## config.mk

```make
export PLATFORM = sky130hd
export DESIGN_NAME = stat_ctr_bank
export DESIGN_NICKNAME = d
export VERILOG_FILES = /design/src/rtl/stat_pkg.sv /design/src/rtl/defer_gate.sv /design/src/rtl/stat_counter.sv /design/src/rtl/stat_ctr_bank.sv
export SDC_FILE = /design/constraint.sdc
export NUM_CORES = 1
export LEC_CHECK = 0
export ABC_AREA = 1
export ABC_CLOCK_PERIOD_IN_PS = 4400
export BUFFER_PORTS_ARGS = -buffer_cell sky130_fd_sc_hd__buf_2
export CORE_ASPECT_RATIO = 0.75
export CORE_MARGIN = 4
export CORE_UTILIZATION = 42
export CTS_CLUSTER_DIAMETER = 30
export DETAILED_ROUTE_END_ITERATION = 7
export PLACE_DENSITY_LB_ADDON = 0.05
export SLEW_MARGIN = 25
export SYNTH_ARGS = -nofsm -noshare
export SYNTH_HDL_FRONTEND = slang
export SYNTH_HIERARCHICAL = 1
export SYNTH_SLANG_ARGS = --single-unit
export TNS_END_PERCENT = 100
```

## constraint.sdc

```tcl
create_clock -name clk -period 4.4 [get_ports clk]
set_clock_uncertainty 0.05 [all_clocks]
set_input_delay 0.22 -clock clk [delete_from_list [all_inputs] [get_ports clk]]
set_output_delay 0.22 -clock clk [all_outputs]
set_load 0.05 [all_outputs]
```

## src/rtl/stat_pkg.sv

```systemverilog
package stat_pkg;
  localparam int NUM_CTR = 2;
  localparam logic [7:0] OFF_CTRL  = 8'h70;
  localparam logic [7:0] OFF_ISR   = 8'h72;
  localparam logic [7:0] OFF_IMR   = 8'h73;
  localparam logic [7:0] OFF_LATE  = 8'h75;
  localparam logic [7:0] OFF_DEFER = 8'h7A;

  // Index 0: late collisions, index 1: excessive deferral
  function automatic logic [7:0] ctr_offset(input int idx);
    return (idx == 0) ? OFF_LATE : OFF_DEFER;
  endfunction
endpackage

```

## src/rtl/defer_gate.sv

```systemverilog
module defer_gate (
  input  logic clk,
  input  logic rst_n,
  input  logic defer_over,
  input  logic frame_start,
  output logic defer_pulse
);
  logic armed;

  assign defer_pulse = defer_over & armed;

  always_ff @(posedge clk) begin
    if (!rst_n)           armed <= 1'b1;
    else if (frame_start) armed <= 1'b1;
    else if (defer_pulse) armed <= 1'b0;
  end

  AST_ONCE_PER_FRAME: assert property (@(posedge clk) disable iff (!rst_n)
    defer_pulse && !frame_start |=> !defer_pulse);
endmodule

```

## src/rtl/stat_counter.sv

```systemverilog
module stat_counter #(
  parameter int W = 8,
  parameter logic [W-1:0] THRESH = W'(8'hC0)
) (
  input  logic         clk,
  input  logic         rst_n,
  input  logic         en,
  input  logic         evt,
  input  logic         clr,
  output logic [W-1:0] count,
  output logic         thresh_hit
);
  // Clear takes priority but an event in the same cycle survives it
  function automatic logic [W-1:0] step(input logic [W-1:0] cur,
                                        input logic inc, input logic rc);
    if (rc) return inc ? W'(1) : '0;
    return inc ? cur + W'(1) : cur;
  endfunction

  logic         inc;
  logic [W-1:0] nxt;

  assign inc        = en & evt;
  assign nxt        = step(count, inc, clr);
  assign thresh_hit = inc & ~clr & (nxt == THRESH);

  always_ff @(posedge clk) begin
    if (!rst_n) count <= '0;
    else        count <= nxt;
  end

  AST_WRAP: assert property (@(posedge clk) disable iff (!rst_n)
    en && evt && !clr && (count == {W{1'b1}}) |=> count == '0);
  AST_READ_CLEAR: assert property (@(posedge clk) disable iff (!rst_n)
    clr && !(en && evt) |=> count == '0);
  AST_CLEAR_KEEPS_EVENT: assert property (@(posedge clk) disable iff (!rst_n)
    clr && en && evt |=> count == W'(1));
  AST_HOLD_DISABLED: assert property (@(posedge clk) disable iff (!rst_n)
    !en && !clr |=> $stable(count));
endmodule

```

## src/rtl/stat_ctr_bank.sv

```systemverilog
module stat_ctr_bank
  import stat_pkg::*;
#(
  parameter int W = 8,
  parameter logic [W-1:0] THRESH = W'(8'hC0)
) (
  input  logic         clk,
  input  logic         rst_n,
  input  logic [7:0]   bus_addr,
  input  logic         bus_wr,
  input  logic         bus_rd,
  input  logic [W-1:0] bus_wdata,
  output logic [W-1:0] bus_rdata,
  input  logic         late_col_evt,
  input  logic         defer_over,
  input  logic         frame_start,
  output logic         irq
);
  logic               stats_en;
  logic               irq_mask;
  logic               upd_stat;
  logic               defer_pulse;
  logic [NUM_CTR-1:0] evt_vec;
  logic [NUM_CTR-1:0] clr_vec;
  logic [NUM_CTR-1:0] hit_vec;
  logic [W-1:0]       cnt [NUM_CTR];
  logic               any_hit;
  logic               isr_wr_clr;

  defer_gate u_defer (
    .clk(clk), .rst_n(rst_n), .defer_over(defer_over),
    .frame_start(frame_start), .defer_pulse(defer_pulse)
  );

  assign evt_vec = {defer_pulse, late_col_evt};

  for (genvar i = 0; i < NUM_CTR; i++) begin : g_ctr
    assign clr_vec[i] = bus_rd && (bus_addr == ctr_offset(i));
    stat_counter #(.W(W), .THRESH(THRESH)) u_ctr (
      .clk(clk), .rst_n(rst_n), .en(stats_en), .evt(evt_vec[i]),
      .clr(clr_vec[i]), .count(cnt[i]), .thresh_hit(hit_vec[i])
    );
  end

  assign any_hit    = |hit_vec;
  assign isr_wr_clr = bus_wr && (bus_addr == OFF_ISR) && bus_wdata[0];

  always_ff @(posedge clk) begin
    if (!rst_n) begin
      stats_en <= 1'b0;
      irq_mask <= 1'b0;
      upd_stat <= 1'b0;
    end else begin
      if (bus_wr && bus_addr == OFF_CTRL) stats_en <= bus_wdata[0];
      if (bus_wr && bus_addr == OFF_IMR)  irq_mask <= bus_wdata[0];
      if (any_hit)         upd_stat <= 1'b1;
      else if (isr_wr_clr) upd_stat <= 1'b0;
    end
  end

  always_comb begin
    bus_rdata = '0;
    if (bus_rd) begin
      case (bus_addr)
        OFF_CTRL:  bus_rdata = W'(stats_en);
        OFF_ISR:   bus_rdata = W'(upd_stat);
        OFF_IMR:   bus_rdata = W'(irq_mask);
        OFF_LATE:  bus_rdata = cnt[0];
        OFF_DEFER: bus_rdata = cnt[1];
        default:   bus_rdata = '0;
      endcase
    end
  end

  assign irq = upd_stat & irq_mask;

  AST_STATUS_SET: assert property (@(posedge clk) disable iff (!rst_n)
    any_hit |=> upd_stat);
  AST_STATUS_STICKY: assert property (@(posedge clk) disable iff (!rst_n)
    upd_stat && !isr_wr_clr |=> upd_stat);
  AST_IRQ_FOLLOWS: assert property (@(posedge clk) disable iff (!rst_n)
    $rose(upd_stat) && irq_mask |-> irq);
endmodule

```

==> summary.md, run 1 <==
| Metric | Value |
|---|---|
| Grt ovf | 0 |
| Avg Vias per Cell | ~4.7 |
| Switching part of the total | 0.2351 |
| Reg2Reg Setup Slack | 2.70 ns |
| CTS-repair resized insts | 0 |
| Unique masters post-synth | 20 |
| Synth Cell Area | 0.001424 mm2 |
| Status | finished clean |
| Clk_lat worst skew | approximately 0.26 ns |
| Yosys reg bits | 20 |
| Reg power frac | 0.553 |
| Pin count of the biggest net entering global routing | 12 |
| Finished Cell Area | between 0.0015 and 0.002 mm2 |
| Tcrit/Tclk final | 0.3861 |
| PortBufs | 24 |
| Finish-stage setup viols | 0 |
| Routability cong. | roughly 0.85 |
| Antenna violations before repair | 0 |
| GR Layer Usage met3 | 0.04266 |
| Measured slew at the worst slew-check pin | between 0.3 and 0.4 ns |
| Synth warn | 6 |
| Fillers | roughly 360 |
| Clk Tree Root Cell | clkbuf_8 |
| Startpoint types | flip-flop |
| Hold_buf cts | 0 |
| Total placed instance area | 0.001594 mm2 |
| Number of buffers created by CTS | 3 |
| First-pass GRT wire length | 5430 um |
| Area of the multi-input gates | 895.9 um2 |
| Pre-Repair DR Iteration Count | 4 |
| Total power density per cell area | approximately 200 mW/mm2 |
| Total negative slack | 0 ns |
| Post-CTS Setup Inserts | 0 |
| DRT iter0 DRCs | 57 |
| CTS H-tree lvls | 1 |
| Vias after detailed routing | 1385 |
| Max Root-Sink Buffers | 2 |
| CTS clk-pin slew, worst paths | 0.07 ns |
| Wire length per cell | 10.88 um |
| Critical Path End | upd_stat$_SDFFE_PN0P_ |
| Initial Util | 0.4360 |
| Number of diodes | 0 |
| Num ports | 32 |
| Die span in x | around 75 um |
| Data required time of the worst path | around 4.5 ns |
| Reg-to-reg startpoint | g_ctr[1].u_ctr/count[0]$_SDFF_PN0_ |
| FF/Latch Area | roughly 400 um2 |
| Detailed Route WL | approximately 3200 um |
| Cell total after placement | between 200 and 300 |
| Antenna Nets Post-Route | 0 |
| Avg Inst Size Synth | between 6 and 7 um2 |
| Leakage power | between 0.8 and 0.9 nW |
| Worst reg-to-reg path cell count | 11 |
| Comb power frac | 0.077 |
| Worst setup path start | g_ctr[1].u_ctr/count[0]$_SDFF_PN0_ |
| Final non-filler cell total | 295 |
| Max Cap Viol | 0 |
| Critical path capture point type | flip-flop |
| Internal Power | 0.2514 mW |
| P_sw | just under 0.08 mW |
| Post-synthesis sequential area ratio | 0.2812 |
| Met1 global-route usage | 0.2170 |
| Unrepaired setup endpoints after global routing | false |
| Post-detail-place hpwl | between 2000 and 3000 um |
| Maximum fanout along the worst path | 5 |
| Worst Hold Class | in -> reg |
| Final Max Tran Viols | 0 |
| Crit path time final | about 1.7 ns |
| Std-Cell Rows | 18 |
| Core Area | ~0.0033 mm2 |
| CTS tree | built |
| Nets | between 200 and 300 |
| Worst slew margin | 0.7711 |
| Synthesized netlist cell count | between 200 and 250 |
| Vias in the first global route | ~1300 |
| Final Hold Viols | 0 |
| Kind of critical path | reg -> reg |
| Die Area | 0.004395 mm2 |
| R2R Path End | upd_stat$_SDFFE_PN0P_ |
| Syn-to-layout area delta | 14.85% |
| FMAX | between 500 and 600 MHz |
| Top Usage Layer GRT | met2 |
| CP arrival | between 1.5 and 2 ns |
| Synthesized Nets | about 250 |
| # DRC | 0 |
| Peak VDD IR | around 170 uV |
| Clk sinks | 20 |
| Met2 usage | 0.2630 |
| Clock share of power | 0.370 |
| Total GRT Usage | 0.1614 |
| Die Y | 58.43 um |
| Layout cell share with drive strength beyond 1 | 0.2039 |
metal layers:
layer,up-vias,share of wire
li1,768,-
met1,586,0.52
met2,29,0.41
met3,2,0.069
met4,0,0.0050
met5,-,0
layout by cell type, fill, tap and decap left out:
cell       n
nand3_1   18
clkbuf_8   3
xor2_1     2
o21ai_1    2
ha_1       2
nor2_4     4
nand3_2    2
o21ai_0    4
a21boi_1   1
nand2_1   66
nand2_2    5
inv_2      1
a21oi_1    8
nor2_8     3
dfxtp_1   20
inv_1     33
nand2_4    3
nor2_1    28
nand4_1    3
nor3_1    16
nor2_2     7
buf_2     24
flip-flops by register name, summed over array words and instances, names as in the netlist:
register           flops
g_ctr.u_ctr/count     16
u_defer/armed          1
stats_en               1
irq_mask               1
upd_stat               1
stage by stage:
step | setup slack (ns) | hold WS [ns] | power, mW | utilization
2_1_floorplan | 2.764 | 0.2549 | 0.1997 | -
3_3_place_gp | 2.599 | 0.3673 | 0.2114 | 0.4881
3_5_place_dp | 2.599 | 0.3671 | 0.2115 | 0.4881
4_1_cts | 2.684 | 0.09228 | 0.3371 | 0.5008
5_1_grt | 2.497 | 0.09869 | 0.3476 | 0.5008
6_report | 2.701 | 0.09999 | 0.3286 | 0.5008
cells by family after synthesis:
kind of cell    share of synthesized area
compound gates                    0.05449
flops                              0.2812
simple gates                       0.5448
fa+ha+maj                         0.01757
xor+xnor                          0.01230
buf+inv                           0.08963
synthesized netlist by cell type (all sizes together):
cell type	n	area, um2
inv	34	127.6
ha	2	25.02
nor3	16	80.08
a21boi	1	7.510
nand2	74	312.8
nand4	3	18.77
xor2	2	17.52
o21ai	6	30.03
nand3	20	110.1
dfxtp	20	400.4
a21oi	8	40.04
nor2	42	254.0
worst max-delay path: stages (launching register included):
cell      delay (ns)
dfxtp_1         0.43
ha_1            0.20
nand3_1         0.16
nor2_2          0.18
nand2_1         0.07
nand2_1         0.05
nand2_1         0.06
nor2_1          0.09
nand2_1         0.07
nor2_2          0.10
nor2_1          0.06
a21boi_1        0.12
power groups by stage:
stage | clock (mW) | sequential (mW) | combinational, mW
5_1_grt | 0.137 | 0.182 | 0.0285
3_3_place_gp | 0 | 0.186 | 0.0255
3_5_place_dp | 0 | 0.186 | 0.0255
6_report | 0.122 | 0.182 | 0.0254
4_1_cts | 0.130 | 0.182 | 0.0256
2_1_floorplan | 0 | 0.186 | 0.0138
final cells by class:
| type | instances | area share |
|---|---|---|
| Sequential cell | 20 | 0.2448 |
| Multi-Input combinational cell | 174 | 0.5478 |
| Timing Repair Buffer | 24 | 0.07345 |
| Clock buffer | 3 | 0.02525 |
| Inverter | 34 | 0.07804 |
| Tap cell | 40 | 0.03060 |
worst min-delay path by stage:
| stage | end | cells after the start | start | slack (ns) |
|---|---|---|---|---|
| 6_report | u_defer/armed$_SDFFE_PP1P_ | 3 | frame_start | 0.1 |
| 5_1_grt | u_defer/armed$_SDFFE_PP1P_ | 3 | frame_start | 0.1 |
| 4_1_cts | u_defer/armed$_SDFFE_PP1P_ | 3 | frame_start | 0.09 |
| 3_5_place_dp | u_defer/armed$_SDFFE_PP1P_ | 3 | frame_start | 0.37 |
| 3_3_place_gp | u_defer/armed$_SDFFE_PP1P_ | 3 | frame_start | 0.37 |
| 2_1_floorplan | u_defer/armed$_SDFFE_PP1P_ | 2 | frame_start | 0.25 |
Power figures use the tool's default switching activity.
==> run 2: changes to the inputs <==
- ABC_CLOCK_PERIOD_IN_PS: 4400 -> 1600
- clock period: 4.4 -> 1.6 ns (I/O delays scaled with it)
==> run 2 against run 1 <==
Net effect: final area increased by 14%; clock power rose to 3.2 times the previous value; die area unchanged; combinational power grew to 3.2 times the previous value; sequential power increased to 2.7 times the previous value; non-clock buffer count rose by 14; count of clock-buffer cells in the layout is 1 higher; power increased to 2.9 times the previous value; worst hold slack worse by 0.085 ns; critical path type unchanged; critical endpoint unchanged; largest cell class unchanged; largest power group unchanged; highest routed layer unchanged.
==> summary.md, run 2 (synthesis results as in run 1) <==
| Metric | Value |
|---|---|
| Status | finished clean |
| Number of diodes | 0 |
| Detailed Route WL | between 3000 and 4000 um |
| Finished Cell Area | 0.001863 mm2 |
| Commonest non-fill, non-tap cell in the layout | nand2_1 |
| Max reg flops | 16 |
| Number of buffers created by CTS | 3 |
| Die Area | about 0.0044 mm2 |
| Startpoint types | flip-flop |
| Vias in the first global route | 1280 |
| Reg2Reg Setup Slack | 0.1 ns |
| Post-detail-place hpwl | about 2600 um |
| Clk_lat worst skew | around 0.26 ns |
| Crit path time final | between 1.5 and 2 ns |
| CTS H-tree lvls | 1 |
| Worst setup path start | g_ctr[0].u_ctr/count[1]$_SDFF_PN0_ |
| Total placed instance area | ~0.0017 mm2 |
| Peak VDD IR | 479.4 uV |
| Core Area | roughly 0.0033 mm2 |
| Grt ovf | 0 |
| Worst slew margin | 0.8318 |
| Setup slack after layout | slightly below 0.1 ns |
| Die span in x | 75.23 um |
| Pre-Repair DR Iteration Count | 4 |
| Commonest non-fill, non-tap cells in the layout | 65 x nand2_1, 32 x inv_1, 28 x nor2_1 |
| R2R Path End | upd_stat$_SDFFE_PN0P_ |
| Max Cap Viol | 0 |
| CTS clk-pin slew, worst paths | ~0.070 ns |
| PortBufs | 24 |
| Total GRT Usage | 0.1625 |
| Hold Path Stages | 4 |
| Final Max Tran Viols | 0 |
| Clk sinks | 20 |
| CTS tree | built |
| Layout cell share with drive strength beyond 1 | 0.2963 |
| Fin util | 0.5705 |
| Routability cong. | between 0.8 and 0.9 |
| Worst reg-to-reg path cell count | 11 |
| Clk Tree Root Cell | clkbuf_8 |
| Hold Path Sink | u_defer/armed$_SDFFE_PP1P_ |
| Biggest register | g_ctr.u_ctr/count |
| Pin count of the biggest net entering global routing | 12 |
| Antenna Nets Post-Route | 0 |
| Die Y | roughly 60 um |
| Hold Path Origin | defer_over |
| Worst Hold Class | in -> reg |
| Std-Cell Rows | 18 |
| Finish-stage setup viols | 0 |
| Placement Setup Slack | -0.001285 ns |
| Avg Vias per Cell | 4.810 |
| CP arrival | roughly 1.7 ns |
| Total negative slack | 0 ns |
| Num ports | 32 |
| DRT iter0 DRCs | 57 |
| Maximum fanout along the worst path | 6 |
| Final Hold Viols | 0 |
| # DRC | 0 |
| FMAX | roughly 670 MHz |
| Critical path capture point type | flip-flop |
| Data required time of the worst path | ~1.7 ns |
| Measured slew at the worst slew-check pin | 0.2521 ns |
| Syn-to-layout area delta | 30.84% |
| Unrepaired setup endpoints after global routing | true |
| Max Root-Sink Buffers | 2 |
| Total power density per cell area | 519.7 mW/mm2 |
| First-pass GRT wire length | around 5600 um |
| Reg-to-reg startpoint | g_ctr[0].u_ctr/count[1]$_SDFF_PN0_ |
| Initial Util | 0.4360 |
| Leakage power | 0.9524 nW |
| Kind of critical path | reg -> reg |
| Antenna violations before repair | 0 |
| Vias after detailed routing | about 1500 |
| Tcrit/Tclk final | 0.9395 |
| Nets | between 200 and 300 |
| Wire length per cell | 11.04 um |
==> run 2: cell types whose count changed in the layout (fill, tap and decap cells not counted), moves of 2 or more <==
| cell | change |
|---|---|
| buf_4 | +11 |
| dfxtp_1 | -6 |
| dfxtp_2 | +4 |
| nand3_1 | -4 |
| dfxtp_4 | +2 |
| ha_1 | -2 |
| ha_4 | +2 |
| nand3_2 | +2 |
| nand3_4 | +2 |
| nor2_2 | -2 |
| nor2_4 | +2 |
==> run 2: worst max path at each step <==
stage                                       end  cells after the start
after floorplan           upd_stat$_SDFFE_PN0P_                     11
after global placement    upd_stat$_SDFFE_PN0P_                     10
after detailed placement  upd_stat$_SDFFE_PN0P_                     10
after CTS                 upd_stat$_SDFFE_PN0P_                     11
after global routing      upd_stat$_SDFFE_PN0P_                     11
final                     upd_stat$_SDFFE_PN0P_                     11
==> run 2: worst max-delay path, cell delays in order, from the launching register on <==
cell and delay (ns):
dfxtp_4 0.37, buf_6 0.10, nand2_2 0.06, nor2_4 0.21, nand3_2 0.09, nand2_2 0.07
nor2_1 0.04, nor2_1 0.10, nand2_1 0.06, nor2_2 0.11, nor2_1 0.06, a21boi_1 0.11
==> run 2: report_power, final <==
group | internal, mW | switching, mW
Combinational | 0.0330 | 0.0495
Clock | 0.219 | 0.170
Sequential | 0.496 | 0.000908
==> run 2: layout make-up <==
| cell class | instances | area, um2 |
|---|---|---|
| clock buffers | 4 | 55.05 |
| fillers | 330 | 1403 |
| inverters | 34 | 127.6 |
| multi-input cells | 174 | 973.4 |
| flip-flops and latches | 20 | 412.9 |
| well taps | 40 | 50.05 |
| repair buffers | 38 | 244.0 |
==> run 2: what timing repair did <==
item / in CTS / in global routing
gates resized for setup: 1 / 23
hold endpoints to repair: 1 / 0
buffers inserted: 0 / 2
pin swaps: 0 / 13
hold buffers: 1 / 0
endpoints found under the setup margin: 1 / 1
==> run 2: metrics by stage <==
step	total power, mW	instances	hold WS (ns)
floorplan	0.5492	228	0.1149
global placement	0.5888	303	0.2276
detailed placement	0.5888	303	0.2277
CTS	0.9878	308	0.01670
global route	1.015	310	0.03811
finish	0.9683	310	0.01519
==> run 2: metal layers <==
metal,wire [um],vias to the layer above,track usage
met3,270,2,0.03584
met2,1417,47,0.2395
li1,-,798,-
met5,0,-,0
met4,15,0,0.04239
met1,1718,644,0.2388
==> run 3: changes to the inputs <==
--- a/config.mk
+++ b/config.mk
@@ -8,3 +8,3 @@
 export ABC_AREA = 1
-export ABC_CLOCK_PERIOD_IN_PS = 1600
+export ABC_CLOCK_PERIOD_IN_PS = 1950
 export BUFFER_PORTS_ARGS = -buffer_cell sky130_fd_sc_hd__buf_2
==> constraint.sdc (replaced) <==
create_clock -name clk -period 1.95 [get_ports clk]
set_clock_uncertainty 0.05 [all_clocks]
set_input_delay 0.2925 -clock clk [delete_from_list [all_inputs] [get_ports clk]]
set_output_delay 0.2925 -clock clk [all_outputs]
set_load 0.05 [all_outputs]
==> run 3 against run 2 <==
Net effect: final area down 9.5%; critical endpoint is now bus_rdata[3]; largest cell class unchanged; non-clock buffer count down 9; global-route usage down 0.75 points; via count down 4.5%; final cell count decreased by 3.2%; utilization fell by 5.4 points; first-iteration DRC count unchanged; worst hold slack better by 0.16 ns; setup slack gained 0.077 ns; routed wire length decreased by 7.1%; power shrank 23%.
==> summary.md, run 3 (synthesis results as in run 1) <==
| Metric | Value |
|---|---|
| Die span in x | about 75 um |
| Setup slack after layout | around 0.17 ns |
| Critical path capture point type | output pin |
| Max reg flops | 16 |
| Startpoint types | input port |
| Syn-to-layout area delta | 18.37% |
| FMAX | roughly 560 MHz |
| Leakage power | a little under 0.9 nW |
| Unrepaired setup endpoints after global routing | false |
| Commonest non-fill, non-tap cells in the layout | 66 x nand2_1, 33 x inv_1, 28 x nor2_1 |
| R2R Path End | upd_stat$_SDFFE_PN0P_ |
| Internal Power | roughly 0.57 mW |
| Switching part of the total | 0.2303 |
| Layout cell share with drive strength beyond 1 | 0.2192 |
| Biggest register | g_ctr.u_ctr/count |
| First-pass GRT wire length | between 5000 and 6000 um |
| Comb power frac | 0.085 |
| Reg-to-reg startpoint | g_ctr[1].u_ctr/count[1]$_SDFF_PN0_ |
| Wire length per cell | about 11 um |
| Antenna violations before repair | 0 |
| Measured slew at the worst slew-check pin | 0.2723 ns |
| Grt ovf | 0 |
| Std-Cell Rows | 18 |
| Pre-Repair DR Iteration Count | 4 |
| PortBufs | 24 |
| Pin count of the biggest net entering global routing | 11 |
| Number of buffers created by CTS | 3 |
| Die Y | a little under 60 um |
| # DRC | 0 |
| Clk Tree Root Cell | clkbuf_8 |
| Data required time of the worst path | ~1.6 ns |
| CTS tree | built |
| Maximum fanout along the worst path | 7 |
| FF/Latch Area | ~400 um2 |
| Placement Setup Slack | about 0.17 ns |
| Vias after detailed routing | ~1400 |
| Worst setup path start | bus_addr[2] |
| Clk_lat worst skew | 0.25 ns |
| Avg Vias per Cell | about 4.7 |
| Fin util | 0.5161 |
| Crit path time final | around 1.8 ns |
| Total GRT Usage | 0.1550 |
| Final Hold Viols | 0 |
| Fillers | 343 |
| CTS H-tree lvls | 1 |
| Routability cong. | around 0.84 |
| Final Max Tran Viols | 0 |
| CTS clk-pin slew, worst paths | 0.07 ns |
| Status | finished clean |
| Final non-filler cell total | 300 |
| Commonest non-fill, non-tap cell in the layout | nand2_1 |
| Kind of critical path | in -> out |
| Vias in the first global route | ~1200 |
| Num ports | 32 |
| Nets | about 290 |
| Total power density per cell area | around 440 mW/mm2 |
| Number of diodes | 0 |
| CP arrival | roughly 1.4 ns |
| Critical Path End | bus_rdata[3] |
| Worst slew margin | 0.8182 |
| DRT iter0 DRCs | 57 |
| Max Root-Sink Buffers | 2 |
| Finish-stage setup viols | 0 |
| Post-CTS Setup Inserts | 0 |
| Peak VDD IR | between 300 and 400 uV |
| CTS-repair resized insts | 0 |
| Initial Util | 0.4360 |
| Die Area | about 0.0044 mm2 |
| Reg power frac | 0.552 |
| Cell total after placement | 297 |
| Antenna Nets Post-Route | 0 |
| Worst reg-to-reg path cell count | 11 |
| Tcrit/Tclk final | 0.9107 |
| Reg2Reg Setup Slack | around 0.32 ns |
| Total negative slack | 0 ns |
| Clk sinks | 20 |
| Max Cap Viol | 0 |
| Pwr Total | about 0.74 mW |
| Worst Hold Class | in -> reg |
| Hold_buf cts | 0 |
| Post-detail-place hpwl | 2491 um |
| Area of the multi-input gates | ~900 um2 |
| Detailed Route WL | roughly 3200 um |
| P_sw | around 0.17 mW |
| Clock share of power | 0.364 |
| Core Area | about 0.0033 mm2 |
run 3: cell count changes in the layout (fill, tap and decap cells not counted), moves of 2 or more:
cell and change:
nand3_2 -2, nor2_4 -2, dfxtp_1 +6, nor2_2 +2
ha_1 +2, ha_4 -2, nand3_1 +4, nand3_4 -2
dfxtp_2 -4, dfxtp_4 -2, buf_4 -7
run 3: power groups by stage:
| stage | sequential [mW] | combinational (mW) | clock, mW |
|---|---|---|---|
| detailed placement | 0.420 | 0.0631 | 0 |
| global placement | 0.420 | 0.0635 | 0 |
| finish | 0.410 | 0.0628 | 0.270 |
| global route | 0.410 | 0.0702 | 0.302 |
| floorplan | 0.419 | 0.0312 | 0 |
| CTS | 0.410 | 0.0636 | 0.281 |
run 3: layout make-up:
type | count | area share
multi-input cells | 174 | 0.5316
flip-flops and latches | 20 | 0.2376
repair buffers | 29 | 0.1010
clock buffers | 3 | 0.02450
inverters | 34 | 0.07572
well taps | 40 | 0.02970
run 3: stage by stage:
stage          hold slack (ns)  cell area [um2]
3_5_place_dp            0.3922             1644
5_1_grt                 0.1765             1685
6_report                0.1707             1685
2_1_floorplan           0.3274             1424
3_3_place_gp            0.3943             1644
4_1_cts                 0.1712             1685
run 3: critical path, stage by stage:
cell     delay (ns)
buf_2          0.11
inv_1          0.07
nand2_1        0.07
nor2_2         0.17
nand2_4        0.08
nor2_8         0.10
buf_4          0.16
nand2_1        0.06
nand2_1        0.06
buf_2          0.25
run 3: layer usage:
layer / wire length, um / vias up / GRT usage
li1: - / 780 / -
met1: 1591 / 609 / 0.2207
met2: 1300 / 33 / 0.2395
met3: 270 / 2 / 0.04266
met4: 17 / 0 / 0.02244
met5: 0 / - / 0
run 3: worst min path at each step:
stage	startpoint	slack, ns	cells after the start	end
after global routing	frame_start	0.18	3	u_defer/armed$_SDFFE_PP1P_
final	frame_start	0.17	3	u_defer/armed$_SDFFE_PP1P_
after floorplan	frame_start	0.33	2	u_defer/armed$_SDFFE_PP1P_
after CTS	frame_start	0.17	3	u_defer/armed$_SDFFE_PP1P_
after detailed placement	u_defer/armed$_SDFFE_PP1P_	0.39	2	u_defer/armed$_SDFFE_PP1P_
after global placement	u_defer/armed$_SDFFE_PP1P_	0.39	2	u_defer/armed$_SDFFE_PP1P_
